## src/rtl/fb_scan_pkg.sv

```systemverilog
package fb_scan_pkg;

  // Strobes from control to datapath; at most one is high per cycle.
  typedef struct packed {
    logic loadFrame;
    logic stepBurst;
    logic stepLine;
  } scanStrb_t;

  localparam int BURST_W = 5;

  function automatic logic [BURST_W-1:0] decodeBurst(input logic [2:0] sel);
    case (sel)
      3'd0:    return 5'd1;
      3'd1:    return 5'd2;
      3'd2:    return 5'd4;
      3'd3:    return 5'd8;
      default: return 5'd16;
    endcase
  endfunction

endpackage

```

## src/rtl/fb_scan_datapath.sv

```systemverilog
module fb_scan_datapath
  import fb_scan_pkg::*;
#(
  parameter int ADDR_W     = 32,
  parameter int LEN_W      = 16,
  parameter int CNT_W      = 12,
  parameter int OUT_W      = 4,
  parameter int BEAT_BYTES = 8
) (
  input  logic               clk,
  input  logic               rstN,
  input  scanStrb_t          strb,
  input  logic [ADDR_W-1:0]  cfgBase,
  input  logic [LEN_W-1:0]   cfgLineLen,
  input  logic [LEN_W-1:0]   cfgPitch,
  input  logic [CNT_W-1:0]   cfgLineCntM1,
  input  logic [2:0]         cfgBurstSel,
  input  logic [OUT_W-1:0]   cfgMaxOut,
  output logic [ADDR_W-1:0]  reqAddr,
  output logic [BURST_W-1:0] reqBeats,
  output logic               lastOfLine,
  output logic               lastLine,
  output logic [OUT_W-1:0]   maxOut
);

  localparam int SHIFT = $clog2(BEAT_BYTES);

  logic [ADDR_W-1:0]  lineAddr, burstAddr, nextLine, burstBytes;
  logic [LEN_W-1:0]   pitchQ, lineBeatsQ, remainQ, lineBeatsIn;
  logic [LEN_W:0]     lenRound;
  logic [CNT_W-1:0]   linesLeft;
  logic [BURST_W-1:0] burstQ;
  logic [OUT_W-1:0]   maxOutQ;

  // Beats per line, rounded up to whole beats.
  generate
    if (SHIFT == 0) begin : g_byteBeat
      assign lenRound    = {1'b0, cfgLineLen};
      assign lineBeatsIn = cfgLineLen;
    end else begin : g_wideBeat
      assign lenRound    = {1'b0, cfgLineLen} + (LEN_W+1)'(BEAT_BYTES - 1);
      assign lineBeatsIn = LEN_W'(lenRound >> SHIFT);
    end
  endgenerate

  assign reqBeats   = (remainQ < LEN_W'(burstQ)) ? remainQ[BURST_W-1:0] : burstQ;
  assign burstBytes = ADDR_W'(reqBeats) << SHIFT;
  assign nextLine   = lineAddr + ADDR_W'(pitchQ);
  assign lastOfLine = (remainQ == LEN_W'(reqBeats));
  assign lastLine   = (linesLeft == '0);
  assign reqAddr    = burstAddr;
  assign maxOut     = maxOutQ;

  always_ff @(posedge clk or negedge rstN) begin
    if (!rstN) begin
      lineAddr   <= '0;
      burstAddr  <= '0;
      pitchQ     <= '0;
      lineBeatsQ <= '0;
      remainQ    <= '0;
      linesLeft  <= '0;
      burstQ     <= 5'd1;
      maxOutQ    <= OUT_W'(1);
    end else if (strb.loadFrame) begin
      lineAddr   <= cfgBase;
      burstAddr  <= cfgBase;
      pitchQ     <= cfgPitch;
      lineBeatsQ <= lineBeatsIn;
      remainQ    <= lineBeatsIn;
      linesLeft  <= cfgLineCntM1;
      burstQ     <= decodeBurst(cfgBurstSel);
      maxOutQ    <= (cfgMaxOut == '0) ? OUT_W'(1) : cfgMaxOut;
    end else if (strb.stepLine) begin
      lineAddr   <= nextLine;
      burstAddr  <= nextLine;
      remainQ    <= lineBeatsQ;
      linesLeft  <= linesLeft - CNT_W'(1);
    end else if (strb.stepBurst) begin
      burstAddr  <= burstAddr + burstBytes;
      remainQ    <= remainQ - LEN_W'(reqBeats);
    end
  end

endmodule

```

## src/rtl/fb_scan_control.sv

```systemverilog
module fb_scan_control
  import fb_scan_pkg::*;
#(
  parameter int OUT_W = 4
) (
  input  logic             clk,
  input  logic             rstN,
  input  logic             frameStart,
  input  logic             reqReady,
  input  logic             cplValid,
  input  logic             lastOfLine,
  input  logic             lastLine,
  input  logic [OUT_W-1:0] maxOut,
  output scanStrb_t        strb,
  output logic             reqValid,
  output logic             frameDone,
  output logic [OUT_W:0]   outCnt
);

  typedef enum logic {S_IDLE, S_ISSUE} scanState_t;

  scanState_t state;
  logic       accept, frameEnd;

  assign reqValid = (state == S_ISSUE) && (outCnt < {1'b0, maxOut});
  assign accept   = reqValid && reqReady;
  assign frameEnd = accept && lastOfLine && lastLine;

  always_comb begin
    strb           = '0;
    strb.loadFrame = frameStart;
    strb.stepLine  = !frameStart && accept && lastOfLine && !lastLine;
    strb.stepBurst = !frameStart && accept && !lastOfLine;
  end

  always_ff @(posedge clk or negedge rstN) begin
    if (!rstN) begin
      state     <= S_IDLE;
      frameDone <= 1'b0;
    end else if (frameStart) begin
      state     <= S_ISSUE;
      frameDone <= 1'b0;
    end else if (frameEnd) begin
      state     <= S_IDLE;
      frameDone <= 1'b1;
    end
  end

  always_ff @(posedge clk or negedge rstN) begin
    if (!rstN) begin
      outCnt <= '0;
    end else if (accept && !cplValid) begin
      outCnt <= outCnt + (OUT_W+1)'(1);
    end else if (!accept && cplValid && outCnt != '0) begin
      outCnt <= outCnt - (OUT_W+1)'(1);
    end
  end

endmodule

```

## src/rtl/fb_scan_addr_gen.sv

```systemverilog
module fb_scan_addr_gen
  import fb_scan_pkg::*;
#(
  parameter int ADDR_W     = 32,
  parameter int LEN_W      = 16,
  parameter int CNT_W      = 12,
  parameter int OUT_W      = 4,
  parameter int BEAT_BYTES = 8
) (
  input  logic              clk,
  input  logic              rstN,
  input  logic              frameStart,
  input  logic [ADDR_W-1:0] cfgBase,
  input  logic [LEN_W-1:0]  cfgLineLen,
  input  logic [LEN_W-1:0]  cfgPitch,
  input  logic [CNT_W-1:0]  cfgLineCntM1,
  input  logic [2:0]        cfgBurstSel,
  input  logic [OUT_W-1:0]  cfgMaxOut,
  output logic              reqValid,
  input  logic              reqReady,
  output logic [ADDR_W-1:0] reqAddr,
  output logic [4:0]        reqBeats,
  input  logic              cplValid,
  output logic              frameDone
);

  scanStrb_t        strb;
  logic             lastOfLine, lastLine;
  logic [OUT_W-1:0] maxOut;
  logic [OUT_W:0]   outCnt;

  fb_scan_control #(.OUT_W(OUT_W)) u_ctl (
    .clk(clk), .rstN(rstN), .frameStart(frameStart), .reqReady(reqReady),
    .cplValid(cplValid), .lastOfLine(lastOfLine), .lastLine(lastLine),
    .maxOut(maxOut), .strb(strb), .reqValid(reqValid),
    .frameDone(frameDone), .outCnt(outCnt)
  );

  fb_scan_datapath #(
    .ADDR_W(ADDR_W), .LEN_W(LEN_W), .CNT_W(CNT_W),
    .OUT_W(OUT_W), .BEAT_BYTES(BEAT_BYTES)
  ) u_dp (
    .clk(clk), .rstN(rstN), .strb(strb), .cfgBase(cfgBase),
    .cfgLineLen(cfgLineLen), .cfgPitch(cfgPitch), .cfgLineCntM1(cfgLineCntM1),
    .cfgBurstSel(cfgBurstSel), .cfgMaxOut(cfgMaxOut), .reqAddr(reqAddr),
    .reqBeats(reqBeats), .lastOfLine(lastOfLine), .lastLine(lastLine),
    .maxOut(maxOut)
  );

endmodule

```

## config.mk

```make
export PLATFORM = sky130hd
export DESIGN_NAME = fb_scan_addr_gen
export DESIGN_NICKNAME = d
export VERILOG_FILES = /design/src/rtl/fb_scan_pkg.sv /design/src/rtl/fb_scan_datapath.sv /design/src/rtl/fb_scan_control.sv /design/src/rtl/fb_scan_addr_gen.sv
export SDC_FILE = /design/constraint.sdc
export NUM_CORES = 1
export LEC_CHECK = 0
export BUFFER_PORTS_ARGS = -buffer_cell sky130_fd_sc_hd__buf_2
export CORE_ASPECT_RATIO = 2
export CORE_MARGIN = 1.5
export CORE_UTILIZATION = 35
export CTS_CLUSTER_DIAMETER = 40
export DETAILED_ROUTE_END_ITERATION = 10
export SLEW_MARGIN = 0
export SYNTH_ARGS = -nofsm -noshare
export SYNTH_HDL_FRONTEND = slang
export SYNTH_SLANG_ARGS = --single-unit
```

## constraint.sdc

```tcl
create_clock -name clk -period 6.31 [get_ports clk]
set_clock_uncertainty 0.2 [all_clocks]
set_input_delay 0.9465 -clock clk [delete_from_list [all_inputs] [get_ports clk]]
set_output_delay 0.9465 -clock clk [all_outputs]
set_load 0.005 [all_outputs]
```

==> results of run 1 <==
how the worst min path moves through the flow:
stage,slack [ns],to,depth (start not counted),startpoint
3_3_place_gp,0.26,u_dp.lineBeatsQ[13],2,u_dp.lineBeatsQ[13]
6_report,0.28,u_dp.lineBeatsQ[13],2,u_dp.lineBeatsQ[13]
5_1_grt,0.29,u_dp.lineAddr[7],1,u_dp.lineAddr[7]
3_5_place_dp,0.26,u_dp.lineBeatsQ[13],2,u_dp.lineBeatsQ[13]
2_1_floorplan,0.24,u_dp.lineBeatsQ[13],2,u_dp.lineBeatsQ[13]
4_1_cts,0.28,u_dp.lineBeatsQ[13],2,u_dp.lineBeatsQ[13]
routing by layer:
metal  track usage  share of wire  routed length, um  up-vias
met1         0.244           0.35              10900     4108
met3        0.0355          0.040               1230       84
met4         0.158          0.069               2160        0
li1              -              -                  -     3940
met2         0.442           0.54              16800      285
met5             0              0                  0        -
metrics by stage:
stage                     cells  power (W)   util  worst slack, ns
after floorplan            1011    0.00179      -             1.79
after global placement     1439    0.00212  0.395             1.31
after detailed placement   1439    0.00214  0.395             1.22
after CTS                  1471    0.00320  0.419             1.19
after global routing       1471    0.00336  0.419            0.847
final                      1471    0.00318  0.419             1.20
report_power, final:
part / switching (W) / internal (W) / leakage, nW
combinational: 0.000554 / 0.000396 / 2.70
sequential: 0.000172 / 0.00100 / 1.67
clock: 0.000434 / 0.000619 / 0.284
kinds of logic after synthesis:
family	share of synthesized area
mux	0.0326
fa+ha+maj	0.0503
simple gates	0.174
compound gates	0.253
buf+inv	0.0378
xor+xnor	0.0656
flops	0.386
cells in the mapped netlist (8+ instances only):
library cell and number:
nor3_1 18, o21a_1 18, mux2_2 22, nor2_1 84
and2_1 10, clkbuf_1 36, a21o_1 29, o22a_1 10
or3_1 9, a21oi_1 50, nand4_1 10, o31ai_1 12
nand2b_1 10, a211oi_1 8, o21ai_0 75, nand3_1 23
o22ai_1 10, dfrtp_1 136, ha_1 32, o211ai_1 14
and3_1 14, xor2_1 34, nand2_1 118, a31oi_1 17
inv_1 38, xnor2_1 33
sequential cells by signal, summed over array words and instances, names as in the netlist:
name,count
u_dp.linesLeft,12
u_dp.burstQ,5
u_ctl.outCnt,5
u_ctl.frameDone,1
u_dp.remainQ,16
u_dp.lineBeatsQ,14
u_dp.pitchQ,16
u_dp.maxOut,4
u_ctl.state,1
u_dp.reqAddr,32
u_dp.lineAddr,32
final cells by class:
cell class / instances / area [sq um] / area share
Multi-Input combinational cell: 786 / 5160 / 0.490
Clock buffer: 21 / 470 / 0.0447
Timing Repair Buffer: 139 / 737 / 0.0700
Sequential cell: 138 / 3460 / 0.328
Inverter: 40 / 150 / 0.0143
Tap cell: 336 / 420 / 0.0399
Clock inverter: 11 / 136 / 0.0130
critical path, stage by stage, from the launching register on:
cell      delay [ns]
dfrtp_1         0.43
or4_1           0.69
nor4_4          0.42
o211a_4         0.34
o21ai_0         0.17
ha_1            0.34
nand2_1         0.13
a211oi_2        0.42
nand2_1         0.42
buf_4           0.37
o41ai_1         0.84
o22a_1          0.25
==> metrics.txt, run 1 <==
syn_nets=1133; Final Critical Period=5.11 ns; grt ovf=0; reg2reg end=u_dp.reqAddr[4]; CP endpoint=u_dp.reqAddr[4]; unrepaired setup endpoints after global routing=no; YS warnings=0; post_cts resized=0; Sum Neg Setup Slack=0 ns; final instance area=10500 sq um; most frequent cells in the layout=dfrtp_1 (136), buf_2 (124), nand2_1 (118); via count=8417; global-route wire length before repair=47.5 mm; Initial Utilization=0.356; PwrDens=302 nW/um^2; cells after synthesis=1011; Core Area=25100 sq um; worst hold path type=flip-flop to flip-flop; syn avg cell area=8.85 sq um; hold-fix buffers at CTS=0; ANT nets after route=0; Critical Path RT=6.50 ns; ys flop type=dfrtp_1; Yosys reg bits=138; Worst-Margin Slew=1.02 ns; most common cell after layout, fill and taps aside=dfrtp_1; Pre-Repair DR Iteration Count=6; DP Area=9920 sq um; Crit path arrival time=5.30 ns; top-area cell type share of the netlist area=0.380; H-tree Lvls=4; Inserted Clock Buffers=17; DP HPWL=23.6 mm; row count=82; port bufs=126; I/O Pins=127; fill count=2573; DRT iter0 DRCs=431; initial antenna violation count=0; number of setup buffers added after CTS=0; MaxCap Viol Count=0; DRC errors left=0; Crit Path Max Fanout=21; Clock Latency Late Sink=0.46 ns; Seq/Total Area, Yosys=0.386; setup violators final=0; worst hold margin=0.281 ns; final hold violations=0; vias per cell=5.72; routability cong.=0.931; area leader, netlist=dfrtp_1; fin. max-slew vios=0; Final period util=0.809; R2R setup slack=1.20 ns; # diodes=0; final net count=1244; Routed WL per cell=21.2 um; share of cells above drive strength 1=0.189; vias in the first global route=8459; clk slew on worst S/H paths=0.07 ns; largest net degree at the start of global routing=76; CP Launch Point=u_dp.remainQ[6]; GRT Overall Usage=0.241; clk sink count=138; Root Driver=clkbuf_16; CP Capture Type=flip-flop; Yosys cell types=80; Layout Area Growth over Synthesis=17.7%; Slew HR=0.318; fraction of registers with async set/reset=1.00; Mapped Area=8950 sq um; R2R cell count=11; Die Y=229 um; Post-synth EDFFs=0; CP Launch Type=flip-flop; Max VDD drop=0.000187 V; leakage=4.66 nW; CP Class=flip-flop to flip-flop; outcome=complete, no violations; Die ar.=26600 sq um; CTS max path bufs=2; CTS tree=yes; leading post-synthesis cells by cell area=dfrtp_1 (38%), nand2_1 (4.9%), ha_1 (4.5%); reg-to-reg startpoint=u_dp.remainQ[6]; Die W=116 um; Fmax=196 MHz; drt total wl=31.1 mm
(Power assumes the default switching activity.)
==> run 2: changes to the inputs <==
==> constraint.sdc (replaced) <==
create_clock -name clk -period 4.67 [get_ports clk]
set_clock_uncertainty 0.2 [all_clocks]
set_input_delay 0.7005 -clock clk [delete_from_list [all_inputs] [get_ports clk]]
set_output_delay 0.7005 -clock clk [all_outputs]
set_load 0.005 [all_outputs]
==> metrics.txt, run 2 (synthesis results as in run 1) <==
ANT nets after route=0; CP Capture Type=flip-flop; worst path buffer plus inverter count=0; Inserted Clock Buffers=17; fin. max-slew vios=0; cell family with most CP delay=simple AND/OR/NAND/NOR gates; GRT Overall Usage=0.233; Max VDD drop=0.000228 V; routability cong.=0.902; Die Y=229 um; most frequent CP cell=o21ai_0; most frequent cells in the layout=dfrtp_1 (136), buf_2 (124), nand2_1 (118); critical-path cell list=or4_1, nor4_4, o211a_4, nand2_1, o21ai_1, ha_2, nor2b_1, a221o_1, a31oi_1, a2111oi_2, a21oi_1, or3_1, o41a_1, o21ai_0, o21ai_0; worst hold path type=primary input to asynchronous set/reset pin; MaxCap Viol Count=0; Routed WL per cell=20.0 um; grt ovf=0; # diodes=0; worst hold margin=0.0903 ns; Slew HR=0.474; DRC errors left=0; CP Launch Type=flip-flop; vias in the first global route=8530; clk slew on worst S/H paths=0.06 ns; clk sink count=138; outcome=complete, no violations; Root Driver=clkbuf_16; fill count=2565; share of cells above drive strength 1=0.214; Layout Area Growth over Synthesis=20.7%; Core Area=25100 sq um; vias per cell=5.58; Pre-Repair DR Iteration Count=7; Crit path arrival time=4.41 ns; Final period util=0.923; setup violators final=0; Clock Latency Late Sink=0.44 ns; Initial Utilization=0.356; leakage=4.83 nW; port bufs=126; Final Critical Period=4.31 ns; drt total wl=30.1 mm; Max stage delay on crit path=0.61 ns; final hold violations=0; row count=82; H-tree Lvls=4; final net count=1278; hold-fix buffers at CTS=0; CTS tree=yes; Die ar.=26600 sq um; unrepaired setup endpoints after global routing=no; Worst-Margin Slew=0.779 ns; register area=3460 sq um; Sum Neg Setup Slack=0 ns; Layout Utilization=0.430; Critical Path RT=4.78 ns; DRT iter0 DRCs=515; via count=8391; initial antenna violation count=0; global-route wire length before repair=46.5 mm; CTS max path bufs=2; Fmax=232 MHz; PwrDens=400 nW/um^2; largest net degree at the start of global routing=76; CP Class=flip-flop to flip-flop; I/O Pins=127; critical path's slowest cell=or4_1; DP HPWL=23.1 mm; Multi-input gate area=5180 sq um; Crit Path Max Fanout=7; most common cell after layout, fill and taps aside=dfrtp_1; Die W=116 um
==> run 2: cell count changes in the layout (fill, tap and decap cells not counted), moves of 2 or more <==
cell,delta
inv_6,-2
clkinvlp_4,-2
clkbuf_1,+3
o21ai_1,+2
o21ai_0,-2
buf_4,+34
clkbuf_8,+3
==> run 2: final timing paths <==
| path | from | to | slack (ns) | cells after the start |
|---|---|---|---|---|
| setup / recovery | u_dp.remainQ[12] | u_dp.remainQ[15] | 0.36 | 15 |
| max in group asynchronous | rstN | u_dp.lineAddr[10] | 3.19 | 2 |
| setup reg to reg | u_dp.remainQ[12] | u_dp.remainQ[15] | 0.36 | 15 |
| min in group clk | cfgBurstSel[1] | u_dp.burstQ[0] | 0.27 | 2 |
| hold reg to reg | u_dp.lineBeatsQ[13] | u_dp.lineBeatsQ[13] | 0.28 | 2 |
| hold / removal | rstN | u_dp.reqAddr[10] | 0.09 | 1 |
==> run 2: power breakdown <==
| part | internal (W) | switching, W | leakage (nW) |
|---|---|---|---|
| sequential | 0.00136 | 0.000190 | 1.67 |
| clock | 0.000874 | 0.000539 | 0.290 |
| combinational | 0.000584 | 0.000775 | 2.87 |
==> run 2: layout make-up <==
| cell class | count | area share |
|---|---|---|
| Clock buffer | 27 | 0.0484 |
| Clock inverter | 5 | 0.00776 |
| Inverter | 40 | 0.0139 |
| Multi-Input combinational cell | 786 | 0.479 |
| Sequential cell | 138 | 0.320 |
| Tap cell | 336 | 0.0389 |
| Timing Repair Buffer | 173 | 0.0918 |
==> run 2: per-layer routing <==
metal  global-route usage  routed length, um
met1                0.243              10800
met2                0.422              16300
met3               0.0336               1050
met4                0.152               2010
met5                    0                  0
==> run 2: per-stage QoR <==
| step | cells | instance area [sq um] | setup WS (ns) | total power [W] |
|---|---|---|---|---|
| 2_1_floorplan | 1011 | 8950 | 0.153 | 0.00241 |
| 3_3_place_gp | 1472 | 10200 | 0.235 | 0.00289 |
| 3_5_place_dp | 1472 | 10200 | 0.175 | 0.00291 |
| 4_1_cts | 1504 | 10800 | 0.141 | 0.00433 |
| 5_1_grt | 1505 | 10800 | 0.0372 | 0.00457 |
| 6_report | 1505 | 10800 | 0.361 | 0.00432 |
==> run 2: repair_timing <==
| action | in CTS | in global routing |
|---|---|---|
| setup endpoints to repair | 0 | 11 |
| resized for setup | 0 | 7 |
| buffers inserted | 0 | 1 |
